==> config.mk <==
export PLATFORM = sky130hd
export DESIGN_NAME = pwm_capture
export DESIGN_NICKNAME = d
export VERILOG_FILES = /design/src/rtl/pwm_cap_pkg.sv /design/src/rtl/pwm_cap_filter.sv /design/src/rtl/pwm_cap_timebase.sv /design/src/rtl/pwm_cap_channel.sv /design/src/rtl/pwm_capture.sv
export SDC_FILE = /design/constraint.sdc
export NUM_CORES = 1
export LEC_CHECK = 0
export CAP_MARGIN = 20
export CELL_PAD_IN_SITES_DETAIL_PLACEMENT = 1
export CELL_PAD_IN_SITES_GLOBAL_PLACEMENT = 2
export CORE_MARGIN = 2
export CORE_UTILIZATION = 36
export CTS_CLUSTER_DIAMETER = 150
export DETAILED_ROUTE_END_ITERATION = 10
export PLACE_DENSITY = 0.88
export SETUP_SLACK_MARGIN = 0.15
export SYNTH_ARGS = -nofsm -noshare
export SYNTH_HDL_FRONTEND = slang
export SYNTH_HIERARCHICAL = 1
export SYNTH_SLANG_ARGS = --single-unit
==> constraint.sdc <==
create_clock -name clk -period 3.3 [get_ports clk]
set_clock_uncertainty 0.15 [all_clocks]
set_input_delay 0.495 -clock clk [delete_from_list [all_inputs] [get_ports clk]]
set_output_delay 0.495 -clock clk [all_outputs]
set_load 0.05 [all_outputs]
==> src/rtl/pwm_cap_pkg.sv <==
package pwm_cap_pkg;
  localparam int N_CH      = 2;
  localparam int CH_PERIOD = 0;
  localparam int CH_WIDTH  = 1;

  // Last divider count before a capture is taken for exponent 'shift'.
  function automatic int unsigned div_last(input int unsigned shift);
    return (32'd1 << shift) - 32'd1;
  endfunction

  // Flag update: clear applies before a new capture in the same cycle.
  function automatic logic [1:0] flag_next(input logic take, input logic clr,
                                           input logic vld, input logic ovr);
    logic v_kept, o_kept;
    v_kept = vld & ~clr;
    o_kept = ovr & ~clr;
    return {o_kept | (take & v_kept), v_kept | take};
  endfunction
endpackage

==> src/rtl/pwm_cap_filter.sv <==
module pwm_cap_filter #(
  parameter int FLT_W       = 3,
  parameter int SYNC_STAGES = 2
) (
  input  logic             clk,
  input  logic             rst_n,
  input  logic             din,
  input  logic             inv_pol,
  input  logic [FLT_W-1:0] filt_len,
  output logic             act_evt,
  output logic             inact_evt
);
  logic [SYNC_STAGES-1:0] sync_q;
  logic                   lvl_q;
  logic [FLT_W-1:0]       run_q;
  logic                   smp, differ, accept, rise, fall;

  always_ff @(posedge clk or negedge rst_n) begin
    if (!rst_n) sync_q <= '0;
    else        sync_q <= {sync_q[SYNC_STAGES-2:0], din};
  end

  assign smp    = sync_q[SYNC_STAGES-1];
  assign differ = smp != lvl_q;
  assign accept = differ && (run_q == filt_len);

  always_ff @(posedge clk or negedge rst_n) begin
    if (!rst_n) begin
      lvl_q <= 1'b0;
      run_q <= '0;
    end else if (!differ) begin
      run_q <= '0;
    end else if (accept) begin
      lvl_q <= smp;
      run_q <= '0;
    end else begin
      run_q <= run_q + FLT_W'(1);
    end
  end

  assign rise      = accept & smp;
  assign fall      = accept & ~smp;
  assign act_evt   = inv_pol ? fall : rise;
  assign inact_evt = inv_pol ? rise : fall;
endmodule

==> src/rtl/pwm_cap_timebase.sv <==
module pwm_cap_timebase #(
  parameter int CNT_W = 16
) (
  input  logic             clk,
  input  logic             rst_n,
  input  logic             restart,
  output logic [CNT_W-1:0] cnt
);
  always_ff @(posedge clk or negedge rst_n) begin
    if (!rst_n)       cnt <= '0;
    else if (restart) cnt <= '0;
    else              cnt <= cnt + CNT_W'(1);
  end
endmodule

==> src/rtl/pwm_cap_channel.sv <==
module pwm_cap_channel import pwm_cap_pkg::*; #(
  parameter int CNT_W = 16,
  parameter int DIV_W = 2
) (
  input  logic             clk,
  input  logic             rst_n,
  input  logic             evt,
  input  logic [DIV_W-1:0] cap_div,
  input  logic             flag_clr,
  input  logic [CNT_W-1:0] cnt,
  output logic [CNT_W-1:0] cap_o,
  output logic             vld_o,
  output logic             ovr_o,
  output logic             take_o
);
  localparam int PS_W = (1 << DIV_W) - 1;

  logic [PS_W-1:0] div_q;
  logic [1:0]      fl_d;

  assign take_o = evt && (div_q == PS_W'(div_last(32'(cap_div))));
  assign fl_d   = flag_next(take_o, flag_clr, vld_o, ovr_o);

  always_ff @(posedge clk or negedge rst_n) begin
    if (!rst_n) begin
      div_q <= '0;
      cap_o <= '0;
      vld_o <= 1'b0;
      ovr_o <= 1'b0;
    end else begin
      if (evt) div_q <= take_o ? '0 : div_q + PS_W'(1);
      if (take_o) cap_o <= cnt;
      vld_o <= fl_d[0];
      ovr_o <= fl_d[1];
    end
  end
endmodule

==> src/rtl/pwm_capture.sv <==
module pwm_capture import pwm_cap_pkg::*; #(
  parameter int CNT_W       = 16,
  parameter int FLT_W       = 3,
  parameter int DIV_W       = 2,
  parameter int SYNC_STAGES = 2
) (
  input  logic             clk,
  input  logic             rst_n,
  input  logic             pwm_in,
  input  logic             inv_pol,
  input  logic [FLT_W-1:0] filt_len,
  input  logic [DIV_W-1:0] cap_div,
  input  logic             flag_clr,
  output logic [CNT_W-1:0] period_o,
  output logic             period_vld,
  output logic             period_ovr,
  output logic [CNT_W-1:0] width_o,
  output logic             width_vld,
  output logic             width_ovr
);
  logic             act_evt, inact_evt;
  logic [CNT_W-1:0] cnt;
  logic [N_CH-1:0]  ch_evt, ch_take, ch_vld, ch_ovr;
  logic [CNT_W-1:0] ch_val [N_CH];
  logic             period_take, width_take;

  pwm_cap_filter #(.FLT_W(FLT_W), .SYNC_STAGES(SYNC_STAGES)) u_filt (
    .clk(clk), .rst_n(rst_n), .din(pwm_in), .inv_pol(inv_pol),
    .filt_len(filt_len), .act_evt(act_evt), .inact_evt(inact_evt)
  );

  pwm_cap_timebase #(.CNT_W(CNT_W)) u_tb (
    .clk(clk), .rst_n(rst_n), .restart(act_evt), .cnt(cnt)
  );

  assign ch_evt[CH_PERIOD] = act_evt;
  assign ch_evt[CH_WIDTH]  = inact_evt;

  for (genvar g = 0; g < N_CH; g++) begin : g_ch
    pwm_cap_channel #(.CNT_W(CNT_W), .DIV_W(DIV_W)) u_ch (
      .clk(clk), .rst_n(rst_n), .evt(ch_evt[g]), .cap_div(cap_div),
      .flag_clr(flag_clr), .cnt(cnt), .cap_o(ch_val[g]),
      .vld_o(ch_vld[g]), .ovr_o(ch_ovr[g]), .take_o(ch_take[g])
    );
  end

  assign period_take = ch_take[CH_PERIOD];
  assign width_take  = ch_take[CH_WIDTH];
  assign period_o    = ch_val[CH_PERIOD];
  assign period_vld  = ch_vld[CH_PERIOD];
  assign period_ovr  = ch_ovr[CH_PERIOD];
  assign width_o     = ch_val[CH_WIDTH];
  assign width_vld   = ch_vld[CH_WIDTH];
  assign width_ovr   = ch_ovr[CH_WIDTH];
endmodule

==> results of run 1 <==
## per-layer routing
layer / vias to the layer above / GRT usage (%) / routed length (µm)
met5: - / 0 / 0
met4: 0 / 6.884 / 115
met3: 8 / 2.889 / 193
met2: 37 / 23.33 / 2805
met1: 1008 / 21.75 / 3023
li1: 916 / - / -
## stage by stage
step / hold slack, ns / area, µm²
2_1_floorplan: 0.04941 / 2937
3_3_place_gp: 0.1852 / 3517
3_5_place_dp: 0.2096 / 3517
4_1_cts: 0.02883 / 3690
5_1_grt: 0.05620 / 3690
6_report: 0.01885 / 3690
## worst max-delay path, stage by stage
cell	delay [ns]
clkdlybuf4s50_1	0.67
nand4b_1	0.21
o32ai_4	0.13
o21ai_4	0.63
mux2_2	0.42
## power groups by stage
stage                     clock, µW  combinational (µW)  sequential (µW)
after floorplan                   0                 468             1630
after global placement            0                1140             1310
after detailed placement          0                1180             1330
after CTS                       617                1190             1320
after global routing            656                1270             1360
final                           598                1180             1310
## final cells by class
class / count / area, µm²
Multi-Input combinational cell: 153 / 1279
Tap cell: 102 / 127.6
Sequential cell: 64 / 1602
Fill cell: 827 / 4118
Clock inverter: 3 / 17.52
Timing Repair Buffer: 49 / 475.5
Inverter: 9 / 33.78
Clock buffer: 12 / 155.1
## path summary, 6_finish.rpt
kind | end | slack [ns] | cells after the start
max in group asynchronous | u_filt/lvl_q | 2.25 | 2
min reg2reg | u_filt/sync_q[1] | 0.22 | 0
min in group clk | u_filt/sync_q[1] | 0.22 | 0
max | g_ch[1].u_ch/cap_o[14] | 0.79 | 5
min | g_ch[0].u_ch/cap_o[5] | 0.02 | 1
max reg2reg | g_ch[0].u_ch/cap_o[1] | 0.97 | 5
## state kept, by name, summed over array words and instances, names as in the netlist
name and flops:
g_ch.u_ch/ovr_o 2, u_filt/run_q 3, g_ch.u_ch/cap_o 32, u_tb/cnt 16
g_ch.u_ch/vld_o 2, u_filt/lvl_q 1, u_filt/sync_q 2, g_ch.u_ch/div_q 6
==> run summary, run 1 <==
status -> complete, no violations
Num CTS Buffers -> 9
Worst VDD drop -> 0.3712 mV
number of global-route vias before repair -> 2,079
average size of a mapped cell -> 12.82 µm²
switching part of the total -> 40.65%
Rows -> 32
Synth Instances -> 229
Reg power frac -> 42.5%
postcts setup bufs -> 0
share of cells above drive strength 1 -> 24.14%
Worst Path Required -> 3.37 ns
Hold Crit Class -> primary input to asynchronous set/reset pin
RR Startpoint -> u_filt/run_q[0]
Net Switching -> 1256 µW
Slew HR -> 47.97%
drt first pass iters -> 5
post-route ant nets -> 0
WL/cell -> 15.66 µm
largest net degree at the start of global routing -> 29
fin crit period -> 2.514 ns
htree depth -> 3
DP Wirelength -> 4.344 mm
RSZ-0062 raised after global routing -> no
Gate power share -> 38.1%
RePlAce Congestion -> 0.7570
CTS Root Cell -> clkbuf_8
Net Count, Synth -> 243
Synth Warn # -> 6
Post-Syn Area -> 2937 µm²
clock edge transition at the registers on the reported setup and hold paths -> 0.07 ns
Critical Path Source Type -> primary input
# IOs -> 46
fin crit share -> 76.17%
final worst slack -> 0.7863 ns
Routed WL -> 6.137 mm
most common cell after layout, fill and taps aside -> dfrtp_1
P_int -> 1833 µW
max cap viols -> 0
CP Max Fanout -> 18
worst setup path class -> primary input to register
ant diodes -> 0
placed cell count -> 377
Starting Density -> 37.61%
Port Buffers -> 45
Final Util -> 47.26%
Worst setup EP type -> register
die width -> 94.32 µm
CTS sink count -> 64
core area -> 7807 µm²
final hold vios -> 0
CTS tree -> built
Via density -> 5.023
post-cts resize count -> 0
Worst-Margin Slew -> 0.7774 ns
clock power share -> 19.4%
Iter 0 DRT Violations -> 54
fmax -> 397.8 MHz
drt drc -> 0
setup TNS -> 0 ns
most frequent cells in the layout -> dfrtp_1 (64), clkdlybuf4s50_1 (44), mux2_2 (18)
die footprint -> 8895 µm²
post-route insts no fill -> 392
Critical Path AT -> 2.58 ns
crit path launch -> cap_div[0]
Place WS -> 0.4352 ns
global-route usage over all layers -> 15.47%
Power Total -> 3089 µW
nets@finish -> 300
deepest clock path buffer count -> 2
Setup-failing EPs final -> 0
Clock Latency Late Sink -> 0.33 ns
PD cells -> 837.3 nW/µm²
Area growth, synth to finish -> 25.65%
via count -> 1,969
initial antenna violation count -> 0
Leak -> 0.001658 µW
cts-stage hold buffer count -> 0
first-pass GRT wire length -> 10.46 mm
grt ovf -> 0
final slew viol count -> 0
DIE HEIGHT -> 94.32 µm
No activity file was read; power rests on OpenSTA's default activity.
==> run 2: changes to the inputs <==
- clock period: 3.3 -> 2.4 ns (I/O delays scaled with it)
==> run 2 against run 1 <==
  * The flow now finishes with violations (hold timing)
  * Sequential share of layout area decreased by 1.8 points
  * Hold slack got worse by 0.039 ns
  * Non-clock buffer count increased by 14
  * First-iteration DRC count decreased by 35%
  * Via count increased by 2.2%
  * Sequential power increased by 38%
  * Cell area increased by 4.2%
  * Highest routed layer unchanged
  * Global-route usage about the same
==> run summary, run 2 (synthesis results as in run 1) <==
Worst-Margin Slew -> 0.8643 ns
Largest regs -> g_ch.u_ch/cap_o (32), u_tb/cnt (16), g_ch.u_ch/div_q (6)
PD cells -> 1148 nW/µm²
drt drc -> 0
fin crit period -> 2.146 ns
Power Total -> 4414 µW
switching part of the total -> 39.43%
Area growth, synth to finish -> 30.93%
RSZ-0062 raised after global routing -> no
CTS tree -> built
first-pass GRT wire length -> 10.61 mm
most frequent cells in the layout -> dfrtp_1 (64), clkdlybuf4s50_1 (44), mux2_2 (18)
Leak -> 0.001749 µW
Port Buffers -> 45
Hold Crit Class -> primary input to asynchronous set/reset pin
WL/cell -> 15.53 µm
core area -> 7807 µm²
deepest clock path buffer count -> 2
global-route usage over all layers -> 15.51%
die width -> 94.32 µm
Worst VDD drop -> 0.4375 mV
CP Max Fanout -> 18
Critical Path AT -> 2.22 ns
fin crit share -> 89.43%
final slew viol count -> 0
crit path launch -> cap_div[1]
Slew HR -> 42.38%
post-route insts no fill -> 407
cts-stage hold buffer count -> 0
DP Wirelength -> 4.448 mm
postcts setup bufs -> 0
htree depth -> 3
Clock Latency Late Sink -> 0.34 ns
P_int -> 2674 µW
grt ovf -> 0
initial antenna violation count -> 0
Routed WL -> 6.319 mm
Reg power frac -> 40.9%
die footprint -> 8895 µm²
post-route ant nets -> 0
CTS sink count -> 64
placed cell count -> 390
CTS Root Cell -> clkbuf_8
Starting Density -> 37.61%
Net Switching -> 1741 µW
largest net degree at the start of global routing -> 39
Final Util -> 49.25%
max reg flops -> 32
Via density -> 4.943
RR Startpoint -> u_filt/run_q[0]
fmax -> 465.9 MHz
post-cts resize count -> 0
Num CTS Buffers -> 9
R2R Setup Slk -> 0.29 ns
Critical Path Source Type -> primary input
RePlAce Congestion -> 0.7652
final hold vios -> 24
worst setup path class -> primary input to register
failing checks -> hold timing
Worst setup EP type -> register
Biggest register -> g_ch.u_ch/cap_o
ant diodes -> 0
status -> finished, violations left
Rows -> 32
most common cell after layout, fill and taps aside -> dfrtp_1
max cap viols -> 0
via count -> 2,012
clock edge transition at the registers on the reported setup and hold paths -> 0.07 ns
Worst Path Required -> 2.47 ns
worst hold slack -> -0.02063 ns
Gate power share -> 37.8%
DIE HEIGHT -> 94.32 µm
clock power share -> 21.3%
number of global-route vias before repair -> 2,175
Setup-failing EPs final -> 0
nets@finish -> 314
share of cells above drive strength 1 -> 27.87%
# IOs -> 46
Iter 0 DRT Violations -> 35
drt first pass iters -> 4
## run 2: cell count changes in the layout (fill, tap and decap cells not counted), sizes merged
cell      delta
buf         +14
bufinv       +1
clkbuf       +1
clkinvlp     -1
## run 2: through the flow
stage / setup slack (ns) / hold WS (ns) / cell area (µm²) / setup TNS [ns]
2_1_floorplan: 0.2319 / -0.08559 / 2952 / 0
3_3_place_gp: -0.06692 / 0.1866 / 3626 / -1.879
3_5_place_dp: -0.1281 / 0.1857 / 3626 / -3.425
4_1_cts: 0.2366 / 0.01304 / 3825 / 0
5_1_grt: 0.1553 / 0.05260 / 3845 / 0
6_report: 0.2537 / -0.02063 / 3845 / 0
## run 2: power by group through the flow
stage	logic [µW]	registers (µW)	clock network, µW
finish	1670	1810	939
global route	1780	1870	1020
CTS	1680	1810	969
detailed placement	1670	1830	0
global placement	1620	1810	0
floorplan	653	2240	0
## run 2: worst paths after layout
check | to | cells past startpoint
setup / recovery | g_ch[1].u_ch/cap_o[7] | 5
hold / removal | g_ch[0].u_ch/cap_o[5] | 1
setup reg to reg | g_ch[1].u_ch/cap_o[2] | 5
hold reg to reg | u_filt/sync_q[1] | 0
max in group asynchronous | g_ch[0].u_ch/cap_o[8] | 2
min in group clk | u_filt/sync_q[1] | 0
## run 2: per-layer routing
| layer | wire length (µm) | up-vias | GRT usage, % |
|---|---|---|---|
| met1 | 3053 | 1011 | 21.14 |
| met4 | 95 | 0 | 5.435 |
| met2 | 2957 | 41 | 24.35 |
| met3 | 212 | 8 | 3.612 |
| li1 | - | 952 | - |
| met5 | 0 | - | 0 |
## run 2: worst max-delay path, cell delays in order
cell and delay (ns):
clkdlybuf4s50_1 0.59, or3_4 0.20, a21oi_2 0.07, o21ai_4 0.58, mux2_2 0.41
## run 2: final cells by class
| class | instances | area, µm² |
|---|---|---|
| Tap cell | 102 | 127.6 |
| Sequential cell | 64 | 1602 |
| Clock buffer | 13 | 158.9 |
| Inverter | 9 | 33.78 |
| Fill cell | 821 | 3963 |
| Clock inverter | 3 | 40.04 |
| Multi-Input combinational cell | 153 | 1290 |
| Timing Repair Buffer | 63 | 593.1 |
